**src/rtl/galpat_pkg.sv**
```systemverilog
package galpat_pkg;
  typedef enum logic [2:0] {
    ST_IDLE,
    ST_FILL,
    ST_INV,
    ST_RD_BASE,
    ST_RD_OTHER,
    ST_RESTORE,
    ST_DONE
  } galpat_st_e;
endpackage

```
**src/rtl/galpat_ctrl.sv**
```systemverilog
module galpat_ctrl
  import galpat_pkg::*;
#(
  parameter int unsigned AW = 4
) (
  input  logic          clk_i,
  input  logic          rst_ni,
  input  logic          start_i,
  output logic          launch_o,
  output logic [AW-1:0] addr_o,
  output logic          we_o,
  output logic          re_o,
  output logic          wdata_o,
  output logic          exp_o,
  output logic [AW-1:0] base_o,
  output logic [AW-1:0] other_o,
  output logic          done_o
);
  localparam logic [AW-1:0] LAST = {AW{1'b1}};

  galpat_st_e    st_q, st_d;
  logic [AW-1:0] base_q, base_d;
  logic [AW-1:0] oth_q, oth_d;
  logic          bg_q, bg_d;
  logic [AW:0]   oth_inc1, oth_nxt;
  logic [AW-1:0] oth_first;

  assign launch_o  = start_i && (st_q == ST_IDLE || st_q == ST_DONE);
  assign oth_first = (base_q == '0) ? AW'(1) : '0;
  assign oth_inc1  = {1'b0, oth_q} + 1'b1;
  // skip the base index; a carry into bit AW marks the end of the sweep
  assign oth_nxt   = (!oth_inc1[AW] && oth_inc1[AW-1:0] == base_q) ? oth_inc1 + 1'b1 : oth_inc1;

  always_comb begin
    st_d   = st_q;
    base_d = base_q;
    oth_d  = oth_q;
    bg_d   = bg_q;
    unique case (st_q)
      ST_IDLE, ST_DONE: if (launch_o) begin
        st_d   = ST_FILL;
        base_d = '0;
        bg_d   = 1'b0;
      end
      ST_FILL: begin
        if (base_q == LAST) begin
          base_d = '0;
          st_d   = ST_INV;
        end else begin
          base_d = base_q + 1'b1;
        end
      end
      ST_INV: begin
        oth_d = oth_first;
        st_d  = ST_RD_BASE;
      end
      ST_RD_BASE: st_d = ST_RD_OTHER;
      ST_RD_OTHER: begin
        if (oth_nxt[AW]) begin
          st_d = ST_RESTORE;
        end else begin
          oth_d = oth_nxt[AW-1:0];
          st_d  = ST_RD_BASE;
        end
      end
      ST_RESTORE: begin
        if (base_q != LAST) begin
          base_d = base_q + 1'b1;
          st_d   = ST_INV;
        end else if (!bg_q) begin
          bg_d   = 1'b1;
          base_d = '0;
          st_d   = ST_FILL;
        end else begin
          st_d = ST_DONE;
        end
      end
      default: st_d = ST_IDLE;
    endcase
  end

  always_ff @(posedge clk_i or negedge rst_ni) begin
    if (!rst_ni) begin
      st_q   <= ST_IDLE;
      base_q <= '0;
      oth_q  <= '0;
      bg_q   <= 1'b0;
    end else begin
      st_q   <= st_d;
      base_q <= base_d;
      oth_q  <= oth_d;
      bg_q   <= bg_d;
    end
  end

  always_comb begin
    addr_o  = base_q;
    we_o    = 1'b0;
    re_o    = 1'b0;
    wdata_o = bg_q;
    exp_o   = bg_q;
    unique case (st_q)
      ST_FILL, ST_RESTORE: we_o = 1'b1;
      ST_INV: begin
        we_o    = 1'b1;
        wdata_o = ~bg_q;
      end
      ST_RD_BASE: begin
        re_o  = 1'b1;
        exp_o = ~bg_q;
      end
      ST_RD_OTHER: begin
        re_o   = 1'b1;
        addr_o = oth_q;
      end
      default: ;
    endcase
  end

  assign base_o  = base_q;
  assign other_o = oth_q;
  assign done_o  = (st_q == ST_DONE);

  AST_RW_EXCL: assert property (@(posedge clk_i) disable iff (!rst_ni)
    !(we_o && re_o));
  AST_QUIET_IDLE: assert property (@(posedge clk_i) disable iff (!rst_ni)
    (st_q == ST_IDLE || st_q == ST_DONE) |-> !we_o && !re_o);
  AST_OTHER_SKIPS_BASE: assert property (@(posedge clk_i) disable iff (!rst_ni)
    (st_q == ST_RD_OTHER) |-> (oth_q != base_q));
  AST_BASE_THEN_OTHER: assert property (@(posedge clk_i) disable iff (!rst_ni)
    (st_q == ST_RD_BASE) |=> (st_q == ST_RD_OTHER) && $stable(base_q));
  AST_INV_THEN_READ: assert property (@(posedge clk_i) disable iff (!rst_ni)
    (st_q == ST_INV) |=> (st_q == ST_RD_BASE));
endmodule

```
**src/rtl/galpat_chk.sv**
```systemverilog
module galpat_chk #(
  parameter int unsigned AW = 4
) (
  input  logic          clk_i,
  input  logic          rst_ni,
  input  logic          clr_i,
  input  logic          rd_i,
  input  logic          exp_i,
  input  logic [AW-1:0] base_i,
  input  logic [AW-1:0] other_i,
  input  logic          rdata_i,
  output logic          fail_o,
  output logic [AW-1:0] fail_base_o,
  output logic [AW-1:0] fail_other_o
);
  logic          rd_q, exp_q, miss;
  logic [AW-1:0] base_q, oth_q;

  // align issue-cycle context with the returning read data
  always_ff @(posedge clk_i or negedge rst_ni) begin
    if (!rst_ni) begin
      rd_q   <= 1'b0;
      exp_q  <= 1'b0;
      base_q <= '0;
      oth_q  <= '0;
    end else begin
      rd_q   <= rd_i;
      exp_q  <= exp_i;
      base_q <= base_i;
      oth_q  <= other_i;
    end
  end

  assign miss = rd_q && (rdata_i != exp_q);

  always_ff @(posedge clk_i or negedge rst_ni) begin
    if (!rst_ni) begin
      fail_o       <= 1'b0;
      fail_base_o  <= '0;
      fail_other_o <= '0;
    end else if (clr_i) begin
      fail_o       <= 1'b0;
    end else if (miss && !fail_o) begin
      fail_o       <= 1'b1;
      fail_base_o  <= base_q;
      fail_other_o <= oth_q;
    end
  end

  AST_FAIL_STICKY: assert property (@(posedge clk_i) disable iff (!rst_ni)
    fail_o && !clr_i |=> fail_o);
  AST_PAIR_HELD: assert property (@(posedge clk_i) disable iff (!rst_ni)
    fail_o |=> $stable(fail_base_o) && $stable(fail_other_o));
  AST_MISS_FLAGS: assert property (@(posedge clk_i) disable iff (!rst_ni)
    miss && !clr_i |=> fail_o);
endmodule

```
**src/rtl/galpat_seq.sv**
```systemverilog
module galpat_seq #(
  parameter int unsigned AW = 4
) (
  input  logic          clk_i,
  input  logic          rst_ni,
  input  logic          start_i,
  output logic [AW-1:0] mem_addr_o,
  output logic          mem_we_o,
  output logic          mem_re_o,
  output logic          mem_wdata_o,
  input  logic          mem_rdata_i,
  output logic          done_o,
  output logic          fail_o,
  output logic [AW-1:0] fail_base_o,
  output logic [AW-1:0] fail_other_o
);
  logic          launch, exp;
  logic [AW-1:0] base, other;

  galpat_ctrl #(.AW(AW)) u_ctrl (
    .clk_i    (clk_i),
    .rst_ni   (rst_ni),
    .start_i  (start_i),
    .launch_o (launch),
    .addr_o   (mem_addr_o),
    .we_o     (mem_we_o),
    .re_o     (mem_re_o),
    .wdata_o  (mem_wdata_o),
    .exp_o    (exp),
    .base_o   (base),
    .other_o  (other),
    .done_o   (done_o)
  );

  galpat_chk #(.AW(AW)) u_chk (
    .clk_i        (clk_i),
    .rst_ni       (rst_ni),
    .clr_i        (launch),
    .rd_i         (mem_re_o),
    .exp_i        (exp),
    .base_i       (base),
    .other_i      (other),
    .rdata_i      (mem_rdata_i),
    .fail_o       (fail_o),
    .fail_base_o  (fail_base_o),
    .fail_other_o (fail_other_o)
  );

  AST_DONE_HOLD: assert property (@(posedge clk_i) disable iff (!rst_ni)
    done_o && !start_i |=> done_o);
  AST_START_CLEARS: assert property (@(posedge clk_i) disable iff (!rst_ni)
    done_o && start_i |=> !done_o && !fail_o);
endmodule

```
**config.mk**
```make
export PLATFORM = sky130hd
export DESIGN_NAME = galpat_seq
export DESIGN_NICKNAME = d
export VERILOG_FILES = /design/src/rtl/galpat_pkg.sv /design/src/rtl/galpat_ctrl.sv /design/src/rtl/galpat_chk.sv /design/src/rtl/galpat_seq.sv
export SDC_FILE = /design/constraint.sdc
export NUM_CORES = 1
export LEC_CHECK = 0
export BUFFER_PORTS_ARGS = -buffer_cell sky130_fd_sc_hd__buf_2
export CAP_MARGIN = 0
export CORE_MARGIN = 8
export CORE_UTILIZATION = 50
export CTS_CLUSTER_SIZE = 10
export DETAILED_ROUTE_END_ITERATION = 8
export GPL_TIMING_DRIVEN = 0
export PLACE_DENSITY = 0.82
export SETUP_SLACK_MARGIN = 0.5
export SYNTH_ARGS = -nofsm -noshare
export SYNTH_HDL_FRONTEND = slang
export SYNTH_HIERARCHICAL = 1
export SYNTH_SLANG_ARGS = --single-unit
```
**constraint.sdc**
```tcl
create_clock -name clk_i -period 7.4 [get_ports clk_i]
set_clock_uncertainty 0.2 [all_clocks]
set_input_delay 0 -clock clk_i [delete_from_list [all_inputs] [get_ports clk_i]]
set_output_delay 0 -clock clk_i [all_outputs]
set_load 0.02 [all_outputs]
```
* Word level (Yosys, flattened, before mapping) *
Index checks and enable logic that the tools add are counted.

storage, ports and cells
  register bits after elaboration = 31
  bits in latches = 0
  memory bits (writable) = 0
  bits in read-only memories = 0
  output and inout bits = 17
  word-level logic and storage cells = 77
  memories = 0

cells by class
  add/sub/neg operators = 3
  $mul = 0
  divide/modulo/power cells = 0
  magnitude comparators = 0
  equal/unequal tests = 15
  shift operators = 0
  muxes and demuxes = 25
  bitwise operators = 2
  reduce and logical (&&, ||, !) cells = 21

operators by type and width
  cell                 count
  $mux 4               6
  $pmux 3 s6           1
  $mux 3               5
  $pmux 4 s3           1
  $eq 3x3->1 const B   3
  $mux 1               9
  $pmux 4 s2           1
  $eq 3x2->1 const B   2
  $ne 2x2->1 const B   3
  $reduce_and 2->1     3
  $reduce_and 3->1     2
  $reduce_bool 2->1    3
  $add 4x1->5 const B  1
  $add 5x1->5 const B  1
  $mux 5               1
  $add 4x1->4 const B  1
  $eq 4x4->1           1
  $eq 4x4->1 const B   1
  $logic_and 1x1->1    4
  $logic_not 4->1      1
  $ne 4x4->1 const B   1
  $reduce_or 2->1      2
  $eq 3x1->1 const B   1
  $logic_not 3->1      1
  other kinds (9)      11

* Depth between registers and ports, before layout *
Gate-level depths: netlist of run 1.

  depth in word-level cells = 6
  mapped depth = 7

* Cells and area by module *
Netlist of run 1, hierarchy kept.

by module, submodules not included
  module       instances  cells each  area an instance (sq um)  sequential area each (sq um)
  galpat_ctrl  1          134         1072.3                    300.3
  galpat_chk   1          32          596.8                     475.5

* Worst setup path before layout of run 1 *
Ideal clock, no wire load.

  path type = register to register
  from = register u_ctrl.oth_q[0] (netlist: u_ctrl/other_o[0])
  to = register u_ctrl.oth_q[3] (netlist: u_ctrl/other_o[3])
  library setup time = 0.118 ns
  arrival = 2.276 ns
  data required time = 7.082 ns
  setup slack = 4.806 ns
  cell stages (with the launch flop) = 8
  path through = dfrtp_1 > inv_1 > ha_1 > xnor2_1 > or3_4 > o31ai_4 > mux2_4 > a21o_1

between the ends
  word-level cells in the longest chain between the ends = 6
  elaborated cells on any way between the ends = 10
  those cells by class = add/sub: 2; eq/ne: 2; mux: 3; reduce/logical: 3

RTL lines
  element                                                              line               RTL
  from (decl)                                                          galpat_ctrl.sv:23  logic [AW-1:0] oth_q, oth_d;
  from (signal assigned)                                               galpat_ctrl.sv:91  oth_q <= oth_d;
  $add 4x1->5 *                                                        galpat_ctrl.sv:30  assign oth_inc1 = {1'b0, oth_q} + 1'b1;
  parallel branches: the longest is 2 deep, another holds $add 5x1->5  --
  $mux 5 *                                                             galpat_ctrl.sv:32  assign oth_nxt = (!oth_inc1[AW] && oth_inc1[AW-1:0] == base_q) ? oth_inc1 + 1'b1 : oth_inc1;
  $mux 4 / $ne 2x2->1 (equally long branches)                          --
  $pmux 4 s2 / $reduce_and 2->1 (equally long branches)                --

Mark *: on every way between the ends. The select of a mux whose other input is x is not followed.
A chain may end at the register's enable or synchronous reset.

* Worst setup path after layout of run 1 *
Same ends and word-level chain as after synthesis.

==> results of run 1 <==
[metrics by stage]
step | setup WS [ns] | power, uW | utilization | std cells | instance area [um^2]
floorplan | 4.81 | 620 | - | 166 | 1670
global placement | 4.63 | 719 | 0.561 | 232 | 1830
detailed placement | 4.60 | 736 | 0.561 | 232 | 1830
CTS | 4.58 | 836 | 0.587 | 242 | 1910
global route | 4.42 | 902 | 0.587 | 242 | 1910
finish | 4.58 | 831 | 0.587 | 242 | 1910
[cell type report]
cell class | instances | area [um^2]
fillers | 271 | 1350
clock buffers | 6 | 51.3
inverters | 7 | 26.3
well taps | 46 | 57.6
multi-input cells | 120 | 832
flip-flops and latches | 31 | 776
clock inverters | 1 | 5.00
repair buffers | 23 | 130
plain buffers | 8 | 35.0
[layout by cell type (no fill, tap or decap), drive strengths merged, types with 3 or more instances in the layout]
| cell | instances |
|---|---|
| nand3 | 7 |
| buf | 22 |
| xnor2 | 6 |
| nor3 | 4 |
| dlygate4sd3 | 3 |
| ha | 5 |
| a31oi | 3 |
| dfrtp | 31 |
| nand2b | 3 |
| mux2 | 9 |
| o21ai | 12 |
| nor2 | 11 |
| inv | 7 |
| nor2b | 5 |
| clkbuf | 12 |
| nand2 | 20 |
| a21oi | 5 |
[worst register-to-register path, cell delays in order, from the launching register on]
cell and delay, ns:
dfrtp_1 0.50, inv_1 0.15, ha_1 0.37, xnor2_1 0.18, or3_4 0.40, o31ai_4 0.42, mux2_4 0.34, a21o_1 0.17
[cell families after synthesis]
family	count (synthesis)	share of synthesized area
buffers and inverters	15	0.0367
xor gates and xnor gates	9	0.0555
AOI/OAI and AO/OA	33	0.139
muxes	11	0.0750
adders and majority gates	5	0.0375
DFF	31	0.465
and+or+nand+nor	62	0.191
[layer usage]
layer | part of all wire | vias to the layer above | track usage
li1 | - | 638 | -
met1 | 0.44 | 595 | 0.158
met4 | 0.027 | 0 | 0.0909
met5 | 0 | - | 0
met2 | 0.48 | 34 | 0.232
met3 | 0.049 | 7 | 0.0368
[power groups by stage]
stage	Sequential (uW)	Combinational, uW	Clock, uW
after CTS	288	447	101
after detailed placement	291	445	0
after global routing	298	495	109
after global placement	287	432	0
final	287	445	98.7
after floorplan	304	316	0
[state kept, by name, indices dropped and copies added, names as in the netlist]
name,cells
u_chk/base_q,4
u_chk/fail_base_o,4
u_chk/fail_other_o,4
u_chk/oth_q,4
u_ctrl/base_o,4
u_ctrl/other_o,4
u_ctrl/st_q,3
u_chk/exp_q,1
u_chk/fail_o,1
u_chk/rd_q,1
u_ctrl/bg_q,1
[path summary, 6_finish.rpt]
path                                    from                 to  slack (ns)
min in group clk_i          u_ctrl/base_o[2]    u_chk/base_q[2]        0.19
hold reg to reg             u_ctrl/base_o[2]    u_chk/base_q[2]        0.19
hold / removal                        rst_ni   u_ctrl/base_o[0]        0.04
setup / recovery           u_ctrl/other_o[0]  u_ctrl/other_o[3]        4.58
max in group asynchronous             rst_ni  u_ctrl/other_o[1]        6.52
setup reg to reg           u_ctrl/other_o[0]  u_ctrl/other_o[3]        4.58
==> results.md, run 1 <==
- Combinational cell fraction of total power: 0.536
- Syn Nets: 175
- Nets: 205
- Post-CTS setup buffers: 0
- H-tree Lvls: 2
- Final Cycle Share: 0.381
- Diode count: 0
- Mapped Area: 1670 um^2
- Share of cells above drive strength 1: 0.230
- Row count: 21
- Vias in the first global route: 1297
- Slowest stage cell, crit path: dfrtp_1
- DRC: 0
- Final Wtd Congestion: 0.829
- Via/cell ratio: 5.26
- Tot GR Track Use: 0.142
- Sink Count: 31
- Synth area leader: dfrtp_1
- Flop pwr share: 0.345
- Register bit total from synthesis: 31
- Crit-path max cell delay: 0.50 ns
- Post-synth top cells: dfrtp_1, nand2_1, o21ai_0
- Iteration-0 DRC Markers: 69
- TritonCTS buffer count: 5
- Cells on worst reg2reg path: 7
- Critical path depth in cells: 7
- Min cycle time layout: 2.82 ns
- Mean post-synth cell area: 10.1 um^2
- Port bufs: 20
- Post-synthesis sequential area ratio: 0.465
- P&R area growth vs syn: 14.6%
- Post-CTS Hold Buffers: 3
- Post-synth cell types: 45
- Fmax: 0.355 GHz
- Pwr dens: 434 nW/um^2
- CP endpoint kind: flop
- Via count: 1274
- Pint: 468 uW
- Remaining Overflow, GRT: 0
- Initial antenna violation count: 0
- Crit Path Category: flop to flop
- CP Launch Type: flop
- CORE AREA: 3260 um^2
- WP data arrival: 2.84 ns
- Total wire length: 3.37 mm
- Hold slack: 0.0442 ns
- Die area: 5440 um^2
- Drt wl/cell: 13.9 um
- Worst IR drop on VDD: 0.164 mV
- Antenna-violating nets left: 0
- Hpwl dp: 2.45 mm
- Status: finished clean
- Max-cap violations: 0
- RSZ-0062 raised after global routing: no
- Most frequent cell after synthesis: dfrtp_1
- Synth top area share: 0.465
- Sw power: 363 uW
- Die width: 73.8 um
- Switching share of power: 0.437
- Initial Utilization: 0.512
- CTS resizes: 0
- Wire length of the first global-routing pass: 5.86 mm
- CTS max path bufs: 2
- Main flop type after synthesis: dfrtp_1
- Critical path peak fanout: 8
- Latest clock arrival within the worst-skew pair: 0.32 ns
- Pre-Repair DR Iteration Count: 4
- Root buf cell: clkbuf_4
- Largest net degree at the start of global routing: 32
- Clk pin slew, worst setup/hold paths: 0.09 ns
- Static leakage: 0.000932 uW
- Rel. slew slack: 0.553
- IO Pins: 21
- Clk pwr share: 0.119
- EDFF count, synth: 0
- # setup viols final: 0
- Gate count after technology mapping: 166
- Asr flop ratio synth: 1.00
- Final slew viol count: 0
- DIE HEIGHT: 73.8 um
- Critical Path RT: 7.42 ns
- Worst-path cell chain: inv_1 > ha_1 > xnor2_1 > or3_4 > o31ai_4 > mux2_4 > a21o_1
- TritonCTS clock tree: done
- Min-Delay Path Class: primary input to asynchronous set/reset pin
- Synth warn: 6
- TNS Setup: 0 ns
- Delay-heaviest family, CP: compound AO/OA/AOI/OAI gates
- Ranking of synthesized cells by area: dfrtp_1, mux2_2, nand2_1, ha_1, o21ai_0
- Final Hold Violating Endpoints: 0
- Worst-Margin Slew: 0.670 ns
- CP bufs+invs: 1
Power figures use the tool's default switching activity.
==> run 2: changes to the inputs <==
--- a/config.mk
+++ b/config.mk
@@ -12,7 +12,7 @@
 export CTS_CLUSTER_SIZE = 10
 export DETAILED_ROUTE_END_ITERATION = 8
 export GPL_TIMING_DRIVEN = 0
-export PLACE_DENSITY = 0.82
+export PLACE_DENSITY = 0.85
 export SETUP_SLACK_MARGIN = 0.5
 export SYNTH_ARGS = -nofsm -noshare
 export SYNTH_HDL_FRONTEND = slang
==> constraint.sdc (replaced) <==
create_clock -name clk_i -period 2.5 [get_ports clk_i]
set_clock_uncertainty 0.2 [all_clocks]
set_input_delay 0 -clock clk_i [delete_from_list [all_inputs] [get_ports clk_i]]
set_output_delay 0 -clock clk_i [all_outputs]
set_load 0.02 [all_outputs]
==> results.md, run 2 (synthesized netlist as in run 1, its figures left out) <==
- Status: finished clean
- Share of cells above drive strength 1: 0.388 (+0.158)
- Root buf cell: clkbuf_4
- Worst-path cell chain: inv_4 > ha_4 > xnor2_4 > or3_4 > o31ai_4 > buf_4 > buf_6 > nor3_1 > a21o_1
- IO Pins: 21 (unchanged)
- Largest net degree at the start of global routing: 32 (unchanged)
- # setup viols final: 0 (unchanged)
- CTS max path bufs: 2 (unchanged)
- WP data arrival: 2.34 ns (-0.50 ns)
- Crit-path max cell delay: 0.45 ns (-0.05 ns)
- H-tree Lvls: 2 (unchanged)
- Pwr dens: 1340 nW/um^2 (+210%)
- Nets: 217 (+5.9%)
- Remaining Overflow, GRT: 0 (unchanged)
- Die area: 5440 um^2 (unchanged)
- TritonCTS clock tree: done
- Min-Delay Path Class: primary input to asynchronous set/reset pin
- Final slew viol count: 0 (unchanged)
- DRC: 0 (unchanged)
- Clk pin slew, worst setup/hold paths: 0.10 ns (about the same)
- Total wire length: 3.93 mm (+17%)
- Wire length of the first global-routing pass: 6.24 mm (+6.5%)
- Via count: 1433 (+12%)
- Placed insts: 232 (unchanged)
- Final Util: 0.654 (+0.0668)
- CORE AREA: 3260 um^2 (unchanged)
- DIE HEIGHT: 73.8 um (unchanged)
- Critical path peak fanout: 4 (-4)
- Diode count: 0 (unchanged)
- Hpwl dp: 2.53 mm (+3.3%)
- DP Area: 1850 um^2 (+1.2%)
- Drt wl/cell: 15.4 um (+11%)
- Crit Path Category: flop to flop
- Fin area: 2130 um^2 (+11%)
- Vias in the first global route: 1344 (+3.6%)
- Commonest non-fill, non-tap cells in the layout: dfrtp_1, buf_2, nand2_1, buf_4, o21ai_0
- Sink Count: 31 (unchanged)
- Commonest non-fill, non-tap cell in the layout: dfrtp_1
- Worst IR drop on VDD: 0.474 mV (+190%)
- Via/cell ratio: 5.62 (+6.7%)
- TritonCTS buffer count: 5 (unchanged)
- Min cycle time layout: 2.30 ns (-0.516 ns)
- Static leakage: 0.00101 uW (+8.4%)
- Tot GR Track Use: 0.155 (+0.0130)
- Antenna-violating nets left: 0 (unchanged)
- Final Wtd Congestion: 0.883 (+6.5%)
- Worst-Margin Slew: 0.664 ns (-0.00614 ns)
- CP Launch Type: flop
- Final Cycle Share: 0.922 (+0.541)
- Slowest stage cell, crit path: dfrtp_2
- Die width: 73.8 um (unchanged)
- Initial Utilization: 0.512 (unchanged)
- Port bufs: 20 (unchanged)
- Row count: 21 (unchanged)
- Initial antenna violation count: 0 (unchanged)
- Max-cap violations: 0 (unchanged)
- CP endpoint kind: flop
- Iteration-0 DRC Markers: 119 (+72%)
- P&R area growth vs syn: 27.7%
- Latest clock arrival within the worst-skew pair: 0.34 ns (+0.02 ns)
- Pre-Repair DR Iteration Count: 4 (unchanged)
- Area of the multi-input gates: 931 um^2 (+12%)
- RSZ-0062 raised after global routing: yes
- Filler cells: 254 (-6.3%)
- Critical Path RT: 2.54 ns (-4.88 ns)
- Fmax: 0.434 GHz (+22%)
- Rel. slew slack: 0.557 (+0.00409)
- Register area: 782 um^2 (+0.81%)
- Final Hold Violating Endpoints: 0 (unchanged)
- Fin cells: 255 (+5.4%)
[run 2: changes by cell type in the layout (fill, tap and decap cells not counted), sizes merged]
| cell | before | now |
|---|---|---|
| clkinv | 1 | 0 |
| buf | 22 | 36 |
[run 2: worst paths after layout]
check                           cells after the start              start                 to  slack (ns)
worst max-delay path                                9  u_ctrl/other_o[0]  u_ctrl/other_o[3]        0.20
worst min-delay path                                2             rst_ni   u_ctrl/base_o[3]        0.02
worst max register to register                      9  u_ctrl/other_o[0]  u_ctrl/other_o[3]        0.20
worst min register to register                      0   u_ctrl/base_o[2]    u_chk/base_q[2]        0.19
max in group asynchronous                           2             rst_ni   u_ctrl/base_o[1]        1.59
min in group clk_i                                  0   u_ctrl/base_o[2]    u_chk/base_q[2]        0.19
[run 2: worst max-delay path, delay by kind of cell (launching register included)]
kind	cells	cell delay, ns
DFF	1	0.45
and+or+nand+nor	2	0.43
AOI/OAI and AO/OA	2	0.42
buffers and inverters	3	0.36
adders and majority gates	1	0.22
xor gates and xnor gates	1	0.13
[run 2: stage by stage]
step,power (uW),TNS [ns],worst slack (ns),hold slack (ns)
3_5_place_dp,2230,-0.0394,-0.0394,-0.131
2_1_floorplan,1870,0,0.137,-0.496
5_1_grt,3040,0,0.133,0.0857
3_3_place_gp,2170,-0.0172,-0.0172,-0.128
6_report,2850,0,0.195,0.0218
4_1_cts,2750,0,0.164,0.0356
[run 2: timing repair]
item	CTS	global route
hold buffers	3	0
gates resized for setup	16	16
pin swaps	5	2
setup endpoints to repair	19	19
endpoints found under the hold margin	40	0
setup buffers	9	3
[run 2: area by class of cell]
cell class	instances	area share
tap	46	0.0270
multi-input combinational	120	0.437
clock buffer	8	0.0323
timing repair buffer	35	0.105
inverter	7	0.0135
buffer	8	0.0182
sequential	31	0.367
[run 2: report_power, final]
part / internal, uW / switching (uW)
clock network: 165 / 166
registers: 711 / 162
logic: 743 / 907
total: 1620 / 1230
[run 2: routing by layer]
layer  GRT usage  share of wire  vias up
met3      0.0396          0.058       13
li1            -              -      665
met5           0              0        -
met1       0.163           0.40      688
met4       0.104          0.040        0
met2       0.264           0.51       67
